===== src/rtl/intc_pkg.sv =====
package intc_pkg;

   // register byte offsets
   localparam int OFF_PEND_BASIC = 'h00;
   localparam int OFF_PEND_B1    = 'h04;
   localparam int OFF_PEND_B2    = 'h08;
   localparam int OFF_FIQ_CTRL   = 'h0C;
   localparam int OFF_EN_B1      = 'h10;
   localparam int OFF_EN_B2      = 'h14;
   localparam int OFF_EN_BASIC   = 'h18;
   localparam int OFF_DIS_B1     = 'h1C;
   localparam int OFF_DIS_B2     = 'h20;
   localparam int OFF_DIS_BASIC  = 'h24;

   // shortcut tables: general-bank source number per shortcut slot
   localparam int SC1_CNT = 5;
   localparam int SC2_CNT = 6;
   localparam int SC1_SRC [SC1_CNT] = '{7, 9, 10, 18, 19};
   localparam int SC2_SRC [SC2_CNT] = '{21, 22, 23, 24, 25, 30};

   // routing register layout
   localparam int FIQ_IDX_W  = 7;
   localparam int FIQ_CTRL_W = FIQ_IDX_W + 1;

   typedef enum logic [3:0] {
      RS_NONE,
      RS_PEND0,
      RS_PEND1,
      RS_PEND2,
      RS_FIQ,
      RS_EN1,
      RS_EN2,
      RS_EN0,
      RS_DIS1,
      RS_DIS2,
      RS_DIS0
   } reg_sel_e;

endpackage


===== src/rtl/intc_enable_bank.sv =====
module intc_enable_bank #(
   parameter int N = 32
) (
   input  logic         clk_i,
   input  logic         rst_ni,
   input  logic         set_i,
   input  logic         clr_i,
   input  logic [N-1:0] bits_i,
   output logic [N-1:0] en_o
);

   always_ff @(posedge clk_i or negedge rst_ni) begin
      if (!rst_ni) begin
         en_o <= '0;
      end else if (set_i) begin
         en_o <= en_o | bits_i;
      end else if (clr_i) begin
         en_o <= en_o & ~bits_i;
      end
   end

endmodule


===== src/rtl/intc_summary.sv =====
module intc_summary
   import intc_pkg::*;
#(
   parameter int BASIC_N = 8,
   parameter int GEN_N   = 32,
   parameter int DATA_W  = 32
) (
   input  logic [BASIC_N-1:0] pend0_i,
   input  logic [GEN_N-1:0]   pend1_i,
   input  logic [GEN_N-1:0]   pend2_i,
   output logic [DATA_W-1:0]  word_o
);

   localparam int SUM1_POS = BASIC_N;
   localparam int SUM2_POS = BASIC_N + 1;
   localparam int SC1_BASE = BASIC_N + 2;
   localparam int SC2_BASE = SC1_BASE + SC1_CNT;

   logic [GEN_N-1:0] plain1;
   logic [GEN_N-1:0] plain2;

   // sources without a shortcut feed the bank summary bits
   always_comb begin
      plain1 = pend1_i;
      plain2 = pend2_i;
      for (int i = 0; i < SC1_CNT; i++) plain1[SC1_SRC[i]] = 1'b0;
      for (int j = 0; j < SC2_CNT; j++) plain2[SC2_SRC[j]] = 1'b0;
   end

   always_comb begin
      word_o                   = '0;
      word_o[BASIC_N-1:0]      = pend0_i;
      word_o[SUM1_POS]         = |plain1;
      word_o[SUM2_POS]         = |plain2;
      for (int i = 0; i < SC1_CNT; i++) word_o[SC1_BASE+i] = pend1_i[SC1_SRC[i]];
      for (int j = 0; j < SC2_CNT; j++) word_o[SC2_BASE+j] = pend2_i[SC2_SRC[j]];
   end

endmodule


===== src/rtl/intc_fiq_route.sv =====
module intc_fiq_route #(
   parameter int TOTAL = 72,
   parameter int IDX_W = 7
) (
   input  logic [TOTAL-1:0] raw_i,
   input  logic [IDX_W-1:0] sel_i,
   input  logic             en_i,
   output logic [TOTAL-1:0] route_mask_o,
   output logic             fiq_o
);

   for (genvar k = 0; k < TOTAL; k++) begin : g_tap
      assign route_mask_o[k] = en_i && (sel_i == IDX_W'(k));
   end

   assign fiq_o = |(route_mask_o & raw_i);

endmodule


===== src/rtl/intc_banked_top.sv =====
module intc_banked_top
   import intc_pkg::*;
#(
   parameter int BASIC_N = 8,
   parameter int GEN_N   = 32,
   parameter int ADDR_W  = 8,
   parameter int DATA_W  = 32
) (
   input  logic               clk_i,
   input  logic               rst_ni,
   input  logic               req_valid_i,
   input  logic               req_write_i,
   input  logic [ADDR_W-1:0]  req_addr_i,
   input  logic [DATA_W-1:0]  req_wdata_i,
   output logic               rsp_valid_o,
   output logic [DATA_W-1:0]  rsp_rdata_o,
   input  logic [BASIC_N-1:0] src_basic_i,
   input  logic [GEN_N-1:0]   src_bank1_i,
   input  logic [GEN_N-1:0]   src_bank2_i,
   output logic               irq_o,
   output logic               fiq_o
);

   localparam int TOTAL = 2 * GEN_N + BASIC_N;

   // elaboration-time parameter checks
   if (DATA_W != 32) begin : g_bad_data_w
      $error("intc_banked_top: DATA_W must be 32");
   end
   if (GEN_N < 31 || GEN_N > DATA_W) begin : g_bad_gen_n
      $error("intc_banked_top: GEN_N must cover source 30 and fit a word");
   end
   if (BASIC_N < 1 || BASIC_N + 2 + SC1_CNT + SC2_CNT > DATA_W) begin : g_bad_basic_n
      $error("intc_banked_top: basic word does not fit DATA_W");
   end
   if (TOTAL > (1 << FIQ_IDX_W)) begin : g_bad_total
      $error("intc_banked_top: flat index field too narrow");
   end
   if (ADDR_W < 6) begin : g_bad_addr_w
      $error("intc_banked_top: ADDR_W too small for register map");
   end

   // address decode
   function automatic reg_sel_e decode(input logic [ADDR_W-1:0] a);
      reg_sel_e s;
      s = RS_NONE;
      if (a == ADDR_W'(OFF_PEND_BASIC)) s = RS_PEND0;
      if (a == ADDR_W'(OFF_PEND_B1))    s = RS_PEND1;
      if (a == ADDR_W'(OFF_PEND_B2))    s = RS_PEND2;
      if (a == ADDR_W'(OFF_FIQ_CTRL))   s = RS_FIQ;
      if (a == ADDR_W'(OFF_EN_B1))      s = RS_EN1;
      if (a == ADDR_W'(OFF_EN_B2))      s = RS_EN2;
      if (a == ADDR_W'(OFF_EN_BASIC))   s = RS_EN0;
      if (a == ADDR_W'(OFF_DIS_B1))     s = RS_DIS1;
      if (a == ADDR_W'(OFF_DIS_B2))     s = RS_DIS2;
      if (a == ADDR_W'(OFF_DIS_BASIC))  s = RS_DIS0;
      return s;
   endfunction

   reg_sel_e sel;
   logic     wr_go;
   logic     rd_go;

   assign sel   = decode(req_addr_i);
   assign wr_go = req_valid_i && req_write_i;
   assign rd_go = req_valid_i && !req_write_i;

   // enable masks
   logic [BASIC_N-1:0] en0_q;
   logic [GEN_N-1:0]   en1_q;
   logic [GEN_N-1:0]   en2_q;

   intc_enable_bank #(.N(BASIC_N)) u_en0 (
      .clk_i  (clk_i),
      .rst_ni (rst_ni),
      .set_i  (wr_go && sel == RS_EN0),
      .clr_i  (wr_go && sel == RS_DIS0),
      .bits_i (req_wdata_i[BASIC_N-1:0]),
      .en_o   (en0_q)
   );

   intc_enable_bank #(.N(GEN_N)) u_en1 (
      .clk_i  (clk_i),
      .rst_ni (rst_ni),
      .set_i  (wr_go && sel == RS_EN1),
      .clr_i  (wr_go && sel == RS_DIS1),
      .bits_i (req_wdata_i[GEN_N-1:0]),
      .en_o   (en1_q)
   );

   intc_enable_bank #(.N(GEN_N)) u_en2 (
      .clk_i  (clk_i),
      .rst_ni (rst_ni),
      .set_i  (wr_go && sel == RS_EN2),
      .clr_i  (wr_go && sel == RS_DIS2),
      .bits_i (req_wdata_i[GEN_N-1:0]),
      .en_o   (en2_q)
   );

   // routing register
   logic [FIQ_CTRL_W-1:0] fiq_ctrl_q;

   always_ff @(posedge clk_i or negedge rst_ni) begin
      if (!rst_ni) begin
         fiq_ctrl_q <= '0;
      end else if (wr_go && sel == RS_FIQ) begin
         fiq_ctrl_q <= req_wdata_i[FIQ_CTRL_W-1:0];
      end
   end

   // masked pending and basic word
   logic [BASIC_N-1:0] pend0;
   logic [GEN_N-1:0]   pend1;
   logic [GEN_N-1:0]   pend2;
   logic [DATA_W-1:0]  basic_word;

   assign pend0 = src_basic_i & en0_q;
   assign pend1 = src_bank1_i & en1_q;
   assign pend2 = src_bank2_i & en2_q;

   intc_summary #(
      .BASIC_N (BASIC_N),
      .GEN_N   (GEN_N),
      .DATA_W  (DATA_W)
   ) u_summary (
      .pend0_i (pend0),
      .pend1_i (pend1),
      .pend2_i (pend2),
      .word_o  (basic_word)
   );

   // fast-interrupt routing over the flat index
   logic [TOTAL-1:0] raw_all;
   logic [TOTAL-1:0] pend_all;
   logic [TOTAL-1:0] route_mask;
   logic             fiq_d;

   assign raw_all  = {src_basic_i, src_bank2_i, src_bank1_i};
   assign pend_all = {pend0, pend2, pend1};

   intc_fiq_route #(
      .TOTAL (TOTAL),
      .IDX_W (FIQ_IDX_W)
   ) u_route (
      .raw_i        (raw_all),
      .sel_i        (fiq_ctrl_q[FIQ_IDX_W-1:0]),
      .en_i         (fiq_ctrl_q[FIQ_IDX_W]),
      .route_mask_o (route_mask),
      .fiq_o        (fiq_d)
   );

   always_ff @(posedge clk_i or negedge rst_ni) begin
      if (!rst_ni) begin
         irq_o <= 1'b0;
         fiq_o <= 1'b0;
      end else begin
         irq_o <= |(pend_all & ~route_mask);
         fiq_o <= fiq_d;
      end
   end

   // read path
   logic [DATA_W-1:0] rd_mux;

   always_comb begin
      unique case (sel)
         RS_PEND0:        rd_mux = basic_word;
         RS_PEND1:        rd_mux = DATA_W'(pend1);
         RS_PEND2:        rd_mux = DATA_W'(pend2);
         RS_FIQ:          rd_mux = DATA_W'(fiq_ctrl_q);
         RS_EN1, RS_DIS1: rd_mux = DATA_W'(en1_q);
         RS_EN2, RS_DIS2: rd_mux = DATA_W'(en2_q);
         RS_EN0, RS_DIS0: rd_mux = DATA_W'(en0_q);
         default:         rd_mux = '0;
      endcase
   end

   always_ff @(posedge clk_i or negedge rst_ni) begin
      if (!rst_ni) begin
         rsp_valid_o <= 1'b0;
         rsp_rdata_o <= '0;
      end else begin
         rsp_valid_o <= rd_go;
         if (rd_go) rsp_rdata_o <= rd_mux;
      end
   end

endmodule


===== config.mk =====
export PLATFORM = sky130hd
export DESIGN_NAME = intc_banked_top
export DESIGN_NICKNAME = d
export VERILOG_FILES = /design/src/rtl/intc_pkg.sv /design/src/rtl/intc_enable_bank.sv /design/src/rtl/intc_summary.sv /design/src/rtl/intc_fiq_route.sv /design/src/rtl/intc_banked_top.sv
export SDC_FILE = /design/constraint.sdc
export NUM_CORES = 1
export LEC_CHECK = 0
export BUFFER_PORTS_ARGS = -buffer_cell sky130_fd_sc_hd__buf_2
export CORE_ASPECT_RATIO = 0.7
export CORE_MARGIN = 2
export CORE_UTILIZATION = 26
export CTS_CLUSTER_SIZE = 20
export DETAILED_ROUTE_END_ITERATION = 8
export PLACE_DENSITY = 0.54
export SLEW_MARGIN = 20
export SYNTH_ARGS = -nofsm -noshare
export SYNTH_HDL_FRONTEND = slang
export SYNTH_SLANG_ARGS = --single-unit

===== constraint.sdc =====
create_clock -name clk_i -period 2.75 [get_ports clk_i]
set_clock_uncertainty 0.05 [all_clocks]
set_input_delay 0.6875 -clock clk_i [delete_from_list [all_inputs] [get_ports clk_i]]
set_output_delay 0.6875 -clock clk_i [all_outputs]
set_load 0.1 [all_outputs]

==> results of run 1 <==
-- per-stage QoR --
step | setup WS (ns) | hold slack, ns | utilization
floorplan | 0.181 | 0.342 | -
CTS | 0.181 | 0.323 | 0.349
global placement | 0.00662 | 0.412 | 0.328
detailed placement | -0.0167 | 0.418 | 0.328
finish | 0.101 | 0.291 | 0.350
global route | 0.00997 | 0.347 | 0.350
-- cells by family after synthesis --
family / after synthesis / share of synthesized area
buffers and inverters: 72 / 0.0460
flip-flops: 115 / 0.378
AND/OR/NAND/NOR: 384 / 0.250
multiplexers: 18 / 0.0275
AO/OA/AOI/OAI: 313 / 0.299
-- Yosys cell counts (all sizes together), types with 16 or more instances --
cell type	instances	area, um^2
nor4	17	158
buf	40	230
clkbuf	28	105
a21o	37	278
dfrtp	115	2880
a21oi	59	299
a22o	81	709
a22oi	23	173
o21ai	37	185
a31oi	20	125
nand3	16	80.1
nand2	255	957
nand4	22	138
-- power groups by stage --
stage	clock [W]	combinational [W]	sequential [W]
finish	0.00237	0.000647	0.00179
global route	0.00248	0.000684	0.00180
CTS	0.00241	0.000634	0.00179
detailed placement	0	0.000632	0.00182
global placement	0	0.000635	0.00182
floorplan	0	0.000204	0.00185
-- final timing paths --
path                                  from               to  slack, ns  cells after the start
setup / recovery             fiq_ctrl_q[0]            fiq_o       0.10                      8
hold / removal                      rst_ni      rsp_valid_o       0.29                      2
setup reg to reg             fiq_ctrl_q[0]            fiq_o       0.10                      8
hold reg to reg            rsp_rdata_o[10]  rsp_rdata_o[10]       0.42                      2
max in group asynchronous           rst_ni        async pin       1.87                      2
min in group clk_i         rsp_rdata_o[10]  rsp_rdata_o[10]       0.42                      2
-- cell type report --
| type | count | area share |
|---|---|---|
| clock buffers | 20 | 0.0443 |
| flip-flops and latches | 115 | 0.285 |
| inverters | 4 | 0.00149 |
| well taps | 378 | 0.0469 |
| clock inverters | 11 | 0.0159 |
| multi-input cells | 715 | 0.439 |
| repair buffers | 252 | 0.167 |
-- routing by layer --
layer  vias to the layer above  GRT usage  wire, um
li1                       3790          -         -
met1                      4272      0.389     18300
met2                       512      0.340     15400
met3                        35     0.0731      4300
met4                         2     0.0518       370
met5                         -          0        13
-- repair_timing --
item | 4_1_cts | 5_1_grt
gates resized for setup | 0 | 6
endpoints found under the setup margin | 0 | 1
setup buffers | 0 | 0
==> flow_summary.json, run 1 <==
{
  "drtPass1Iterations": 9,
  "avgViaCountPerCell": 5.76,
  "intPower_w": 0.00348,
  "finalCritPeriodShare": 0.963,
  "cts_root_buffer": "clkbuf_16",
  "place_area_um2": 9450,
  "p_clk_frac": 0.493,
  "final_area_um2": 10100,
  "p_leak_nw": 4.89,
  "start_util": 0.264,
  "comb_power_share": 0.134,
  "period_needed_ns": 2.65,
  "p_sw_w": 0.00133,
  "crit_path_end_kind": "flop",
  "antennaDiodeCount": 0,
  "path_class": "reg2reg",
  "regArea_um2": 2880,
  "die_h_um": 147,
  "grt_pass1_vias": 8142,
  "slowest_stage": "dfrtp_1",
  "fin_setup_tns_ns": 0,
  "synth.avg_cell_area_um2": 8.44,
  "hold_viol_final": 0,
  "layout_commonest_cell": "nand2_1",
  "wire_per_inst_um": 25.7,
  "max_freq_ghz": 0.378,
  "rows": 52,
  "n_fill_cell": 3021,
  "syn_to_final_growth_pct": 32.5,
  "relSlewSlack": 0.563,
  "antenna_found_initial": 2,
  "drt_iter0_markers": 1020,
  "yosys_register_bits": 115,
  "arrival_ns": 2.91,
  "nets": 1221,
  "rsz0062_at_grt": "no",
  "finalWirelength_um": 38400,
  "cts_tree": "yes",
  "cp_num_buf_inv": 2,
  "cts.clk_slew.worst_paths_ns": 0.07,
  "numCtsBuffers": 17,
  "fin_cells": 1495,
  "final_cell_mix": "nand2_1 (255), buf_2 (149), dfrtp_1 (115)",
  "overflow": 0,
  "yosysSeqAreaShare": 0.378,
  "critPathLaunchType": "flop",
  "finalPower_w": 0.00481,
  "synth_cell_types": 61,
  "maxCapViolCount": 0,
  "final_max_slew_viol_count": 0,
  "status": "complete, no violations",
  "path_cells": "buf_6, buf_4, mux2_2, a22oi_1, o2bb2ai_1, a21oi_1, nand4_1, or4_1",
  "drc": 0,
  "synth_cells": 902,
  "syn_nets": 1018,
  "multiInputGateArea_um2": 4430,
  "ir_worst_vdd_mv": 0.329,
  "grt_max_degree": 116,
  "hpwl_um": 30200,
  "final_layout_size_suffix_gt1_frac": 0.285,
  "critical-path-max-stage-delay_ns": 0.50,
  "clockBufferDepth": 2,
  "powerDensity_nw_per_um2": 477,
  "max_slew.worst_pin.slew_ns": 0.656,
  "clkSinkCount": 115,
  "netlist_area_um2": 7610,
  "ys_warn_count": 0,
  "ios": 151,
  "htreeDepth": 4,
  "die_area_um2": 30700,
  "io_buffer_count": 150,
  "grt_pass1_wl_um": 56300,
  "critical_path.max_fanout": 14,
  "gp_congestion": 1.01,
  "vias": 8611,
  "dp.cells": 1464,
  "synth-edff-count": 0,
  "ys_async_sr_fraction": 1.00,
  "coreArea_um2": 28800,
  "synth_ff_type": "dfrtp_1",
  "track_usage": 0.252,
  "setup_viol": 0,
  "cts_hold_buf": 0,
  "hp-class": "in2async",
  "p_sw_frac": 0.276,
  "power_frac_seq": 0.372,
  "required_ns": 3.01,
  "cp_top_family": "simple AND/OR/NAND/NOR gates",
  "fp.dieW_um": 208,
  "clkLatencyLatePin_ns": 0.44,
  "drtAntennaViolNets": 0
}
(Power assumes the default switching activity.)
==> inputs of run 2 (changes only) <==
CELL_PAD_IN_SITES_DETAIL_PLACEMENT = 0   (was not set)
CELL_PAD_IN_SITES_GLOBAL_PLACEMENT = 1   (was not set)
PLACE_DENSITY = 0.65   (was 0.54)
RECOVER_POWER = 25   (was not set)
==> run 2 against run 1 <==
Setup slack lost 0.072 ns; critical path depth grew 1; clock power is essentially flat; largest power group unchanged; highest routed layer unchanged.
==> flow_summary.json, run 2 (synthesis gave the netlist of run 1 again) <==
{
  "rows": 52,
  "routed.top_layer": "met5",
  "reg2regPathDepth": 9,
  "rr_startpoint": "fiq_ctrl_q[1]",
  "clkSinkCount": 115,
  "final_max_slew_viol_count": 0,
  "io_buffer_count": 150,
  "status": "complete, no violations",
  "critical_path.max_fanout": 9,
  "layout_commonest_cell": "nand2_1",
  "drtPass1Iterations": 5,
  "nets": 1222,
  "slowest_stage": "dfrtp_1",
  "grt_pass1_vias": 8104,
  "final.setup.worst_slack_ns": 0.0296,
  "critical-path-max-stage-delay_ns": 0.42,
  "hpwl_um": 30400,
  "cts_tree": "yes",
  "path_class": "reg2reg",
  "grt_max_degree": 39,
  "ir_worst_vdd_mv": 0.334,
  "final_layout_size_suffix_gt1_frac": 0.285,
  "ios": 151,
  "crit_path_end_kind": "flop",
  "p_leak_nw": 4.88,
  "wire_per_inst_um": 25.7,
  "required_ns": 2.97,
  "antennaDiodeCount": 0,
  "pre_cts_slack_ns": -0.0400,
  "drtAntennaViolNets": 0,
  "rsz0062_at_grt": "no",
  "start_util": 0.264,
  "fp.dieW_um": 208,
  "setup_viol": 0,
  "cts_root_buffer": "clkbuf_16",
  "syn_to_final_growth_pct": 32.3,
  "cts.clk_slew.worst_paths_ns": 0.06,
  "max_freq_ghz": 0.368,
  "grt_pass1_wl_um": 56500,
  "max_slew.worst_pin.slew_ns": 0.994,
  "htreeDepth": 4,
  "gp_congestion": 1.02,
  "maxCapViolCount": 0,
  "arrival_ns": 2.94,
  "r2r-end": "irq_o",
  "coreArea_um2": 28800,
  "track_usage": 0.253,
  "overflow": 0,
  "vias": 8473,
  "wl_met3_um": 4070,
  "avgViaCountPerCell": 5.66,
  "finalCritPeriodShare": 0.989,
  "dp.cells": 1465,
  "n_fill_cell": 3026,
  "drt_iter0_markers": 931,
  "utilization": 0.349,
  "die_area_um2": 30700,
  "hp-class": "in2async",
  "hold_viol_final": 0,
  "powerDensity_nw_per_um2": 478,
  "critPathLaunchType": "flop",
  "clockBufferDepth": 2,
  "finalWirelength_um": 38500,
  "clkLatencyLatePin_ns": 0.44,
  "numCtsBuffers": 17,
  "drc": 0,
  "die_h_um": 147,
  "relSlewSlack": 0.337,
  "fin_cells": 1497,
  "drt-met1-wl_um": 18800,
  "final_cell_mix": "nand2_1 (255), buf_2 (148), dfrtp_1 (115)",
  "period_needed_ns": 2.72,
  "finalPower_w": 0.00481,
  "antenna_found_initial": 1,
  "regToRegSetupSlack_ns": 0.03,
  "path_cells": "buf_12, buf_4, nor4b_4, a21oi_1, nor4_1, buf_4, nand4_1, nor4_2, nand4_1",
  "wl_met2_um": 15200
}
==> run 2: cell count changes in the layout (fill, tap and decap cells not counted), moves of 2 or more <==
cell,delta
clkinv_2,-3
clkbuf_2,+3
clkinv_4,+2
clkbuf_8,+2
clkinvlp_4,+3
==> run 2: worst max-delay path, delay by kind of cell, from the launching register on <==
kind,cells,cell delay [ns]
DFF,1,0.42
AOI/OAI and AO/OA,1,0.13
and+or+nand+nor,5,1.44
buffers and inverters,3,0.49
==> run 2: worst max path at each step <==
| stage | start | end | slack [ns] |
|---|---|---|---|
| CTS | fiq_ctrl_q[2] | irq_o | 0.05 |
| floorplan | req_addr_i[7] | fiq_ctrl_q[2] | 0.18 |
| detailed placement | req_addr_i[7] | rsp_rdata_o[0] | -0.04 |
| global route | fiq_ctrl_q[1] | irq_o | 0.0007 |
| finish | fiq_ctrl_q[1] | irq_o | 0.03 |
| global placement | req_addr_i[7] | rsp_rdata_o[0] | -0.007 |
==> run 2: cell type report <==
| type | instances | area (um^2) | area share |
|---|---|---|---|
| clock buffers | 20 | 467 | 0.0463 |
| multi-input cells | 715 | 4420 | 0.439 |
| flip-flops and latches | 115 | 2880 | 0.286 |
| inverters | 4 | 15.0 | 0.00149 |
| clock inverters | 12 | 155 | 0.0154 |
| well taps | 378 | 473 | 0.0470 |
| repair buffers | 253 | 1660 | 0.165 |
==> run 2: where the power goes <==
part	internal (W)	switching [W]	leakage, nW
clock	0.00149	0.000875	0.290
combinational	0.000228	0.000435	3.00
sequential	0.00173	0.0000514	1.59
==> run 2: per-layer routing <==
layer,vias to the layer above,GRT usage
met5,-,0
met4,2,0.0507
met3,33,0.0832
met2,456,0.341
met1,4189,0.385
li1,3793,-
==> run 2: metrics by stage <==
step	TNS [ns]	cell area, um^2	hold slack (ns)
floorplan	0	7610	0.342
global placement	-0.00743	9470	0.411
detailed placement	-0.0400	9470	0.415
CTS	0	10100	0.190
global route	0	10100	0.422
finish	0	10100	0.353
==> run 2: timing repair <==
item                                    4_1_cts  5_1_grt
hold buffers                                  0        0
endpoints found under the setup margin        0        1
gates resized for setup                       0        3
setup buffers                                 0        0
==> inputs of run 3 (changes only) <==
ABC_CLOCK_PERIOD_IN_PS = 2750   (was not set)
CORE_ASPECT_RATIO = 0.9   (was 0.7)
==> run 3 against run 2 <==
Hold slack improved by 0.071 ns; fmax increased by 4.8%; first-iteration DRC count down 3.9%; cell count up 0.94%; die area hardly changed; power shrank 1.5%; critical path depth fell by 2; the flow now finishes with violations (capacitance limit, slew limit); global-route usage down 0.90 points; combinational power fell by 4.2%; register-to-register slack gained 0.12 ns; sequential share of layout area is essentially flat; sequential power hardly changed.
==> flow_summary.json, run 3 (synthesis gave the netlist of run 1 again) <==
{
  "antenna_found_initial": 1,
  "htreeDepth": 4,
  "avgViaCountPerCell": 5.54,
  "dp.cells": 1480,
  "hold_viol_final": 0,
  "cts_root_buffer": "clkbuf_16",
  "clkLatencyLatePin_ns": 0.43,
  "start_util": 0.264,
  "holdWs_ns": 0.424,
  "cp.depth": 7,
  "coreArea_um2": 28900,
  "required_ns": 2.99,
  "cts_hold_buf": 0,
  "rows": 59,
  "clockBufferDepth": 2,
  "vias": 8374,
  "reg2regPathDepth": 7,
  "die_h_um": 166,
  "status": "finished, violations left",
  "setup_viol": 0,
  "failed_checks": "capacitance limit, slew limit",
  "io_buffer_count": 150,
  "syn_to_final_growth_pct": 32.2,
  "drt_iter0_markers": 895,
  "crit_path_end_kind": "flop",
  "critical_path.max_fanout": 10,
  "hp-class": "reg2reg",
  "path_cells": "nor4bb_1, buf_4, a21oi_1, nor4_1, nand4_1, nor4_1, nand4_1",
  "slowest_stage": "dfrtp_1",
  "critical-path-max-stage-delay_ns": 0.55,
  "overflow": 0,
  "clkSinkCount": 115,
  "cp_num_buf_inv": 1,
  "drtAntennaViolNets": 0,
  "p_leak_nw": 4.88,
  "track_usage": 0.244,
  "critPathLaunchType": "flop",
  "die_area_um2": 30700,
  "gp_congestion": 0.959,
  "hpwl_um": 29400,
  "path_class": "reg2reg",
  "min_path_cells": 2,
  "finalWirelength_um": 37300,
  "nets": 1219,
  "period_needed_ns": 2.60,
  "cts_tree": "yes",
  "relSlewSlack": -0.312,
  "powerDensity_nw_per_um2": 471,
  "final_layout_size_suffix_gt1_frac": 0.281,
  "arrival_ns": 2.83,
  "ir_worst_vdd_mv": 0.407,
  "grt_max_degree": 49,
  "wire_per_inst_um": 24.7,
  "drtPass1Iterations": 5,
  "n_fill_cell": 3039,
  "antennaDiodeCount": 0,
  "final_cell_mix": "nand2_1 (255), buf_2 (148), dfrtp_1 (115)",
  "cts.clk_slew.worst_paths_ns": 0.06,
  "max_freq_ghz": 0.385,
  "final_max_slew_viol_count": 31,
  "fin_cells": 1511,
  "grt_pass1_vias": 8037,
  "layout_commonest_cell": "nand2_1",
  "numCtsBuffers": 17,
  "grt_pass1_wl_um": 54600,
  "max_slew.worst_pin.slew_ns": 1.97,
  "rsz0062_at_grt": "no",
  "maxCapViolCount": 1,
  "fp.dieW_um": 184,
  "cp_top_family": "simple AND/OR/NAND/NOR gates",
  "finalCritPeriodShare": 0.944,
  "ios": 151,
  "drc": 0
}
==> run 3: final cells by class <==
class,instances,area [um^2],area share
flip-flops and latches,115,2880,0.286
well taps,396,495,0.0493
clock inverters,10,133,0.0132
inverters,4,15.0,0.00149
clock buffers,21,460,0.0458
multi-input cells,715,4400,0.438
repair buffers,250,1670,0.166
==> run 3: per-layer routing <==
metal | global-route usage | wire length (um)
met2 | 0.361 | 16400
met1 | 0.354 | 17300
met5 | 0 | 13
met4 | 0.0713 | 767
met3 | 0.0535 | 2890
==> run 3: final timing paths <==
check / slack [ns] / startpoint / end
worst min register to register: 0.42 / rsp_rdata_o[7] / rsp_rdata_o[7]
min in group asynchronous: 0.75 / rst_ni / async pin
worst min-delay path: 0.42 / rsp_rdata_o[7] / rsp_rdata_o[7]
max in group asynchronous: 0.76 / rst_ni / async pin
worst max register to register: 0.15 / fiq_ctrl_q[0] / irq_o
worst max-delay path: 0.15 / fiq_ctrl_q[0] / irq_o
==> run 3: worst min-delay path, delay by kind of cell, from the launching register on <==
family	cells	cell delay, ns
AND/OR/NAND/NOR	1	0.04
AO/OA/AOI/OAI	1	0.06
flip-flops	1	0.33
==> run 3: where the power goes <==
group	internal, W	leakage [nW]	switching (W)	total (W)
clock network	0.00146	0.285	0.000860	0.00232
logic	0.000219	3.01	0.000416	0.000635
registers	0.00173	1.59	0.0000524	0.00179
total	0.00341	4.88	0.00133	0.00474
==> run 3: through the flow <==
stage | utilization | setup WS, ns | power, W | instance area, um^2 | TNS (ns)
3_3_place_gp | 0.328 | -0.0608 | 0.00245 | 9470 | -0.0935
2_1_floorplan | - | 0.181 | 0.00205 | 7610 | 0
6_report | 0.349 | 0.154 | 0.00474 | 10100 | 0
5_1_grt | 0.349 | 0.0452 | 0.00489 | 10100 | 0
3_5_place_dp | 0.328 | -0.0808 | 0.00244 | 9470 | -0.171
4_1_cts | 0.348 | 0.151 | 0.00477 | 10100 | 0
==> run 3: timing repair <==
action,CTS,global route
setup endpoints to repair,0,1
buffers inserted,0,0
resized for setup,0,1
